## config.mk

```make
export PLATFORM = sky130hd
export DESIGN_NAME = sadc_serial_if
export DESIGN_NICKNAME = d
export VERILOG_FILES = /design/src/rtl/sadc_pkg.sv /design/src/rtl/sadc_edge_det.sv /design/src/rtl/sadc_seq.sv /design/src/rtl/sadc_sar_stub.sv /design/src/rtl/sadc_readout.sv /design/src/rtl/sadc_serial_if.sv
export SDC_FILE = /design/constraint.sdc
export NUM_CORES = 1
export LEC_CHECK = 0
export ABC_AREA = 0
export BUFFER_PORTS_ARGS = -buffer_cell sky130_fd_sc_hd__buf_2
export CAP_MARGIN = 15
export CORE_MARGIN = 4
export CORE_UTILIZATION = 38
export DETAILED_ROUTE_END_ITERATION = 8
export HOLD_SLACK_MARGIN = 0.08
export PLACE_DENSITY_LB_ADDON = 0.15
export SETUP_SLACK_MARGIN = 0.02
export SKIP_CTS_REPAIR_TIMING = 1
export SYNTH_ARGS = -nofsm -noshare
export SYNTH_HDL_FRONTEND = slang
export SYNTH_SLANG_ARGS = --single-unit
```

## constraint.sdc

```tcl
create_clock -name clk -period 2.87 [get_ports clk]
set_clock_uncertainty 0.15 [all_clocks]
set_input_delay 0.1435 -clock clk [delete_from_list [all_inputs] [get_ports clk]]
set_output_delay 0.1435 -clock clk [all_outputs]
set_load 0.02 [all_outputs]
```

## src/rtl/sadc_pkg.sv

```systemverilog
package sadc_pkg;
  typedef enum logic [2:0] {
    PH_OFF,
    PH_CMD,
    PH_WAKE,
    PH_RUN,
    PH_READ
  } phase_t;
endpackage

```

## src/rtl/sadc_edge_det.sv

```systemverilog
module sadc_edge_det (
  input  logic clk,
  input  logic rst_n,
  input  logic cs_n,
  input  logic sclk,
  output logic sclk_rise,
  output logic sclk_fall,
  output logic cs_fall,
  output logic cs_rise
);
  logic sclk_q;
  logic cs_q;

  always_ff @(posedge clk) begin
    if (!rst_n) begin
      sclk_q <= 1'b0;
      cs_q   <= 1'b1;
    end else begin
      sclk_q <= sclk;
      cs_q   <= cs_n;
    end
  end

  assign sclk_rise = sclk & ~sclk_q;
  assign sclk_fall = ~sclk & sclk_q;
  assign cs_fall   = ~cs_n & cs_q;
  assign cs_rise   = cs_n & ~cs_q;
endmodule

```

## src/rtl/sadc_seq.sv

```systemverilog
module sadc_seq
  import sadc_pkg::*;
#(
  parameter int CH_W      = 3,
  parameter int CMD_W     = 8,
  parameter int HANDOFF   = 16,
  parameter int WAKE_DLY  = 3,
  parameter int ICLK_DIV  = 4,
  parameter int ACQ_FIRST = 2,
  parameter int ACQ_LAST  = 18,
  parameter int RES_W     = 14
) (
  input  logic            clk,
  input  logic            rst_n,
  input  logic            din,
  input  logic            sclk_rise,
  input  logic            cs_fall,
  input  logic            cs_rise,
  output phase_t          phase,
  output logic [CH_W-1:0] chan,
  output logic [CMD_W-1:0] cmd,
  output logic            conv_load,
  output logic            conv_step,
  output logic            eoc,
  output logic            acq
);
  localparam int TOTAL = ACQ_LAST + RES_W;
  localparam int TW    = $clog2(TOTAL + 1);
  localparam int EW    = $clog2(HANDOFF);
  localparam int WW    = $clog2(WAKE_DLY + 1);
  localparam int DW    = $clog2(ICLK_DIV + 1);

  localparam logic [EW-1:0] E_LAST   = EW'(HANDOFF - 1);
  localparam logic [EW-1:0] E_CHAN   = EW'(CH_W - 1);
  localparam logic [EW-1:0] E_CMD    = EW'(CMD_W);
  localparam logic [WW-1:0] W_LAST   = WW'(WAKE_DLY - 1);
  localparam logic [DW-1:0] D_LAST   = DW'(ICLK_DIV - 1);
  localparam logic [TW-1:0] T_LAST   = TW'(TOTAL - 1);
  localparam logic [TW-1:0] T_AFIRST = TW'(ACQ_FIRST);
  localparam logic [TW-1:0] T_ALAST  = TW'(ACQ_LAST);

  logic [EW-1:0] edge_cnt;
  logic [WW-1:0] wake_cnt;
  logic [DW-1:0] div_cnt;
  logic [TW-1:0] tick;
  logic          iclk_en;

  assign iclk_en = (phase == PH_RUN) && (div_cnt == D_LAST);

  always_ff @(posedge clk) begin
    if (!rst_n) begin
      phase    <= PH_OFF;
      edge_cnt <= '0;
      cmd      <= '0;
      chan     <= '0;
      wake_cnt <= '0;
      div_cnt  <= '0;
      tick     <= '0;
    end else if (cs_rise) begin
      phase <= PH_OFF;
    end else begin
      unique case (phase)
        PH_OFF: begin
          if (cs_fall) begin
            phase    <= PH_CMD;
            edge_cnt <= '0;
            cmd      <= '0;
          end
        end
        PH_CMD: begin
          if (sclk_rise) begin
            edge_cnt <= edge_cnt + 1'b1;
            if (edge_cnt < E_CMD) cmd <= {cmd[CMD_W-2:0], din};
            if (edge_cnt == E_CHAN) chan <= {cmd[CH_W-2:0], din};
            if (edge_cnt == E_LAST) begin
              phase    <= PH_WAKE;
              wake_cnt <= '0;
            end
          end
        end
        PH_WAKE: begin
          wake_cnt <= wake_cnt + 1'b1;
          if (wake_cnt == W_LAST) begin
            phase   <= PH_RUN;
            div_cnt <= '0;
            tick    <= '0;
          end
        end
        PH_RUN: begin
          if (iclk_en) begin
            div_cnt <= '0;
            tick    <= tick + 1'b1;
            if (tick == T_LAST) phase <= PH_READ;
          end else begin
            div_cnt <= div_cnt + 1'b1;
          end
        end
        default: ;
      endcase
    end
  end

  assign conv_load = (phase == PH_CMD) && sclk_rise && (edge_cnt == E_LAST) && !cs_rise;
  assign conv_step = iclk_en && (tick >= T_ALAST) && !cs_rise;
  assign eoc       = (phase == PH_WAKE) || (phase == PH_RUN);
  assign acq       = (phase == PH_RUN) && (tick >= T_AFIRST) && (tick <= T_ALAST);


  acq_in_conv_chk: assert property (@(posedge clk) disable iff (!rst_n)
    acq |-> eoc);


  start_on_edge_chk: assert property (@(posedge clk) disable iff (!rst_n)
    $rose(eoc) |-> $past(sclk_rise));


  chan_hold_chk: assert property (@(posedge clk) disable iff (!rst_n)
    !(phase == PH_CMD && sclk_rise) |=> $stable(chan));
endmodule

```

## src/rtl/sadc_sar_stub.sv

```systemverilog
module sadc_sar_stub #(
  parameter int                CH_W     = 3,
  parameter int                RES_W    = 14,
  parameter logic [RES_W-1:0]  RES_BASE = 14'h2A5C,
  parameter logic [RES_W-1:0]  RES_STEP = 14'h0731
) (
  input  logic            clk,
  input  logic            rst_n,
  input  logic [CH_W-1:0] chan,
  input  logic            load,
  input  logic            step,
  output logic            bit_o
);
  logic [RES_W-1:0] shreg;
  logic [RES_W-1:0] seed;

  assign seed = RES_BASE + RES_W'(chan) * RES_STEP;

  always_ff @(posedge clk) begin
    if (!rst_n)    shreg <= '0;
    else if (load) shreg <= seed;
    else if (step) shreg <= {shreg[RES_W-2:0], 1'b0};
  end

  assign bit_o = shreg[RES_W-1];
endmodule

```

## src/rtl/sadc_readout.sv

```systemverilog
module sadc_readout #(
  parameter int RES_W   = 14,
  parameter int FRAME_W = 16
) (
  input  logic clk,
  input  logic rst_n,
  input  logic load,
  input  logic step,
  input  logic bit_i,
  input  logic in_read,
  input  logic sclk_fall,
  output logic dout
);
  localparam int IW = $clog2(FRAME_W);
  localparam logic [IW-1:0] I_LAST = IW'(FRAME_W - 1);

  logic [RES_W-1:0]   res;
  logic [IW-1:0]      idx;
  logic [FRAME_W-1:0] frame;

  always_ff @(posedge clk) begin
    if (!rst_n) begin
      res <= '0;
      idx <= '0;
    end else if (load) begin
      res <= '0;
      idx <= '0;
    end else begin
      if (step) res <= {res[RES_W-2:0], bit_i};
      if (in_read && sclk_fall) idx <= (idx == I_LAST) ? '0 : idx + 1'b1;
    end
  end

  assign frame = {res, {(FRAME_W - RES_W){1'b0}}};
  assign dout  = in_read ? frame[I_LAST - idx] : 1'b0;


  res_hold_chk: assert property (@(posedge clk) disable iff (!rst_n)
    (in_read && $past(in_read)) |-> $stable(res));
endmodule

```

## src/rtl/sadc_serial_if.sv

```systemverilog
module sadc_serial_if
  import sadc_pkg::*;
#(
  parameter int               CH_W      = 3,
  parameter int               CMD_W     = 8,
  parameter int               RES_W     = 14,
  parameter int               FRAME_W   = 16,
  parameter int               WAKE_DLY  = 3,
  parameter int               ICLK_DIV  = 4,
  parameter logic [RES_W-1:0] RES_BASE  = 14'h2A5C,
  parameter logic [RES_W-1:0] RES_STEP  = 14'h0731
) (
  input  logic             clk,
  input  logic             rst_n,
  input  logic             cs_n,
  input  logic             sclk,
  input  logic             din,
  output logic             dout,
  output logic             dout_oe,
  output logic             eoc,
  output logic             acq,
  output logic [CH_W-1:0]  sel_chan,
  output logic [CMD_W-1:0] cmd_byte
);
  logic   sclk_rise, sclk_fall, cs_fall, cs_rise;
  logic   conv_load, conv_step, stub_bit;
  phase_t phase;

  sadc_edge_det u_edge (
    .clk(clk), .rst_n(rst_n), .cs_n(cs_n), .sclk(sclk),
    .sclk_rise(sclk_rise), .sclk_fall(sclk_fall),
    .cs_fall(cs_fall), .cs_rise(cs_rise)
  );

  sadc_seq #(
    .CH_W(CH_W), .CMD_W(CMD_W), .HANDOFF(FRAME_W), .WAKE_DLY(WAKE_DLY),
    .ICLK_DIV(ICLK_DIV), .ACQ_FIRST(2), .ACQ_LAST(18), .RES_W(RES_W)
  ) u_seq (
    .clk(clk), .rst_n(rst_n), .din(din), .sclk_rise(sclk_rise),
    .cs_fall(cs_fall), .cs_rise(cs_rise), .phase(phase), .chan(sel_chan),
    .cmd(cmd_byte), .conv_load(conv_load), .conv_step(conv_step),
    .eoc(eoc), .acq(acq)
  );

  sadc_sar_stub #(
    .CH_W(CH_W), .RES_W(RES_W), .RES_BASE(RES_BASE), .RES_STEP(RES_STEP)
  ) u_stub (
    .clk(clk), .rst_n(rst_n), .chan(sel_chan), .load(conv_load),
    .step(conv_step), .bit_o(stub_bit)
  );

  sadc_readout #(.RES_W(RES_W), .FRAME_W(FRAME_W)) u_read (
    .clk(clk), .rst_n(rst_n), .load(conv_load), .step(conv_step),
    .bit_i(stub_bit), .in_read(phase == PH_READ), .sclk_fall(sclk_fall),
    .dout(dout)
  );

  assign dout_oe = (phase != PH_OFF);


  cmd_quiet_chk: assert property (@(posedge clk) disable iff (!rst_n)
    (phase == PH_CMD || eoc) |-> (dout_oe && !dout));


  abort_chk: assert property (@(posedge clk) disable iff (!rst_n)
    $rose(cs_n) |=> (!eoc && !dout_oe));
endmodule

```

==> flow_summary.json <==
{
  "outcome": "completed",
  "gp_congestion": 0.803,
  "cts-root-buf": "clkbuf_8",
  "syn_area_mm2": 0.00349,
  "portBuffers": 19,
  "arrival_ns": 2.78,
  "die_w_um": 104,
  "syn_area_per_cell_um2": 8.63,
  "fillers": 879,
  "grt_start_max_net_pins": 24,
  "dp_hpwl_um": 5270,
  "drive_gt1_frac": 0.138,
  "grt_pass1_vias": 2695,
  "tritoncts": "built",
  "clock_power_share": 0.448,
  "cts_sinks": 63,
  "whs_ns": 0.109,
  "row_count": 34,
  "core_region_area_mm2": 0.00881,
  "path_clk_slew_ns": 0.07,
  "die_area_mm2": 0.0108,
  "power.internal_uw": 1330,
  "multiInputGateArea_mm2": 0.00208,
  "yosys_warnings": 0,
  "cp-start-kind": "flop",
  "fin_nets": 459,
  "ys_seq_area_frac": 0.362,
  "seq_area_mm2": 0.00126,
  "synth_edf_count": 0,
  "grt_pass1_wl_um": 12800,
  "final_cell_mix": "61 x dfxtp_1, 57 x nand2_1, 43 x a21oi_1",
  "clk_latency_ns": 0.34,
  "pwr-share-seq": 0.509,
  "hold_start": "rst_n",
  "timing.rr.end": "u_stub.shreg[13]",
  "setup_tns_ns": 0,
  "finalNonFillerCells": 543,
  "ir_drop_mv": 0.169,
  "finalSetupViolCount": 0,
  "final_common_cell": "dfxtp_1",
  "powerDensity_mw_per_mm2": 437,
  "power.total_uw": 1730,
  "rr_worst_depth": 10,
  "routed_via_density": 5.26,
  "grt.total_usage": 0.142,
  "maxCapViolCount": 0,
  "synth.distinct_cells": 63,
  "fin_util": 0.449,
  "antennaDiodeCount": 0,
  "drt-pass1-iter-count": 4,
  "start_util": 0.396,
  "switching_power_uw": 402,
  "worst_slew_pin_slew_ns": 0.674,
  "crit_path_end": "u_stub.shreg[13]",
  "synth_fp_nets": 433,
  "min_path_type": "in2reg",
  "synth-main-ff-cell": "dfxtp_1",
  "power_frac_comb": 0.043,
  "wirelength_um": 7290,
  "hold_viol_final": 0,
  "drt_iter0_drc": 126,
  "min_period_ns": 2.71,
  "critPathKind": "reg2reg",
  "required_ns": 2.93,
  "critPathLaunch": "u_seq.chan[0]",
  "path_max_fanout": 5,
  "drt-wirelength-per-cell_um": 13.4,
  "r2r_setup_slack_ns": 0.16,
  "clk_path_buf_depth": 2,
  "cts_htree_levels": 3,
  "p_leak_uw": 0.00156,
  "gr-total-overflow": 0,
  "drc": 0,
  "slew_violations": 0,
  "syn_inst": 404,
  "slew_headroom": 0.547,
  "rsz0062_at_grt": "yes",
  "area_growth_pct": 13.5,
  "cts_inserted_buffers": 9,
  "die_h_um": 104,
  "place_inst": 523,
  "switching_share": 0.233,
  "fmax_mhz": 369,
  "r2r-start": "u_seq.chan[0]",
  "ys_async_sr_fraction": 0,
  "fin_crit_sh": 0.945,
  "antenna_found_initial": 0,
  "io-pin-count": 20,
  "ant_nets": 0,
  "synth-seq-cells": 63,
  "dr_total_vias": 2857,
  "end_kind": "flop"
}
[final cells by class]
| class | count | area share |
|---|---|---|
| multi-input cells | 306 | 0.527 |
| flip-flops and latches | 63 | 0.320 |
| repair buffers | 33 | 0.0531 |
| clock buffers | 11 | 0.0357 |
| well taps | 108 | 0.0342 |
| inverters | 17 | 0.0161 |
| clock inverters | 5 | 0.0146 |
[cell families after synthesis]
kind of cell	count (synthesis)	share of synthesized area
flops	63	0.362
fa+ha+maj	24	0.0926
buf+inv	35	0.0459
mux	17	0.0668
xor+xnor	14	0.0352
simple gates	160	0.234
compound gates	91	0.164
[layer usage]
layer,share of wire,GRT usage
met1,0.49,0.188
met2,0.47,0.231
met3,0.029,0.0404
met4,0.0074,0.0313
met5,0,0
[power groups by stage]
| stage | Sequential [µW] | Combinational (µW) | Clock (µW) |
|---|---|---|---|
| floorplan | 899 | 51.6 | 0 |
| global placement | 899 | 72.0 | 0 |
| detailed placement | 899 | 71.8 | 0 |
| CTS | 879 | 72.1 | 799 |
| global route | 879 | 84.8 | 846 |
| finish | 879 | 75.0 | 773 |
[worst max-delay path, stage by stage, from the launching register on]
cell       delay, ns
dfxtp_2         0.33
fa_1            0.44
inv_1           0.09
fa_1            0.41
inv_1           0.11
ha_4            0.23
a21o_1          0.18
a221oi_2        0.27
o21ai_1         0.11
xnor2_1         0.15
o2bb2ai_1       0.12
[synth_stat cells, drive strengths merged, types with 5 or more instances]
library cell / n / area share
dfxtp: 63 / 0.36
nand2: 57 / 0.061
a21oi: 43 / 0.062
nor2: 30 / 0.032
ha: 21 / 0.075
nand3: 19 / 0.027
inv: 17 / 0.018
o21ai: 16 / 0.024
buf: 14 / 0.023
mux2i: 12 / 0.034
xor2: 8 / 0.020
nand2b: 7 / 0.013
xnor2: 6 / 0.015
and3: 5 / 0.0090
nand4: 5 / 0.011
nor3: 5 / 0.010
[registers in the layout (all words and copies together) (netlist names)]
signal,flops
u_read.idx,4
u_read.res,14
u_seq.phase,3
u_edge.sclk_q,1
u_seq.cmd,8
u_seq.div_cnt,3
u_seq.chan,3
u_seq.wake_cnt,2
u_seq.tick,6
u_edge.cs_q,1
u_seq.edge_cnt,4
u_stub.shreg,14
[how the worst min path moves through the flow]
stage               slack, ns  cells after the start        endpoint
floorplan                0.09                      1     u_edge.cs_q
global placement         0.24                      2     u_edge.cs_q
detailed placement       0.25                      2     u_edge.cs_q
CTS                     -0.11                      2     u_edge.cs_q
global route             0.12                      2  u_seq.phase[0]
finish                   0.11                      2  u_seq.phase[0]
[metrics by stage]
step	area (µm²)	setup slack, ns
final	3960	0.159
after global routing	3960	0.00484
after CTS	3890	0.0666
after detailed placement	3700	0.0970
after global placement	3700	0.119
after floorplan	3490	0.0333
No activity file was read; power rests on OpenSTA's default activity.
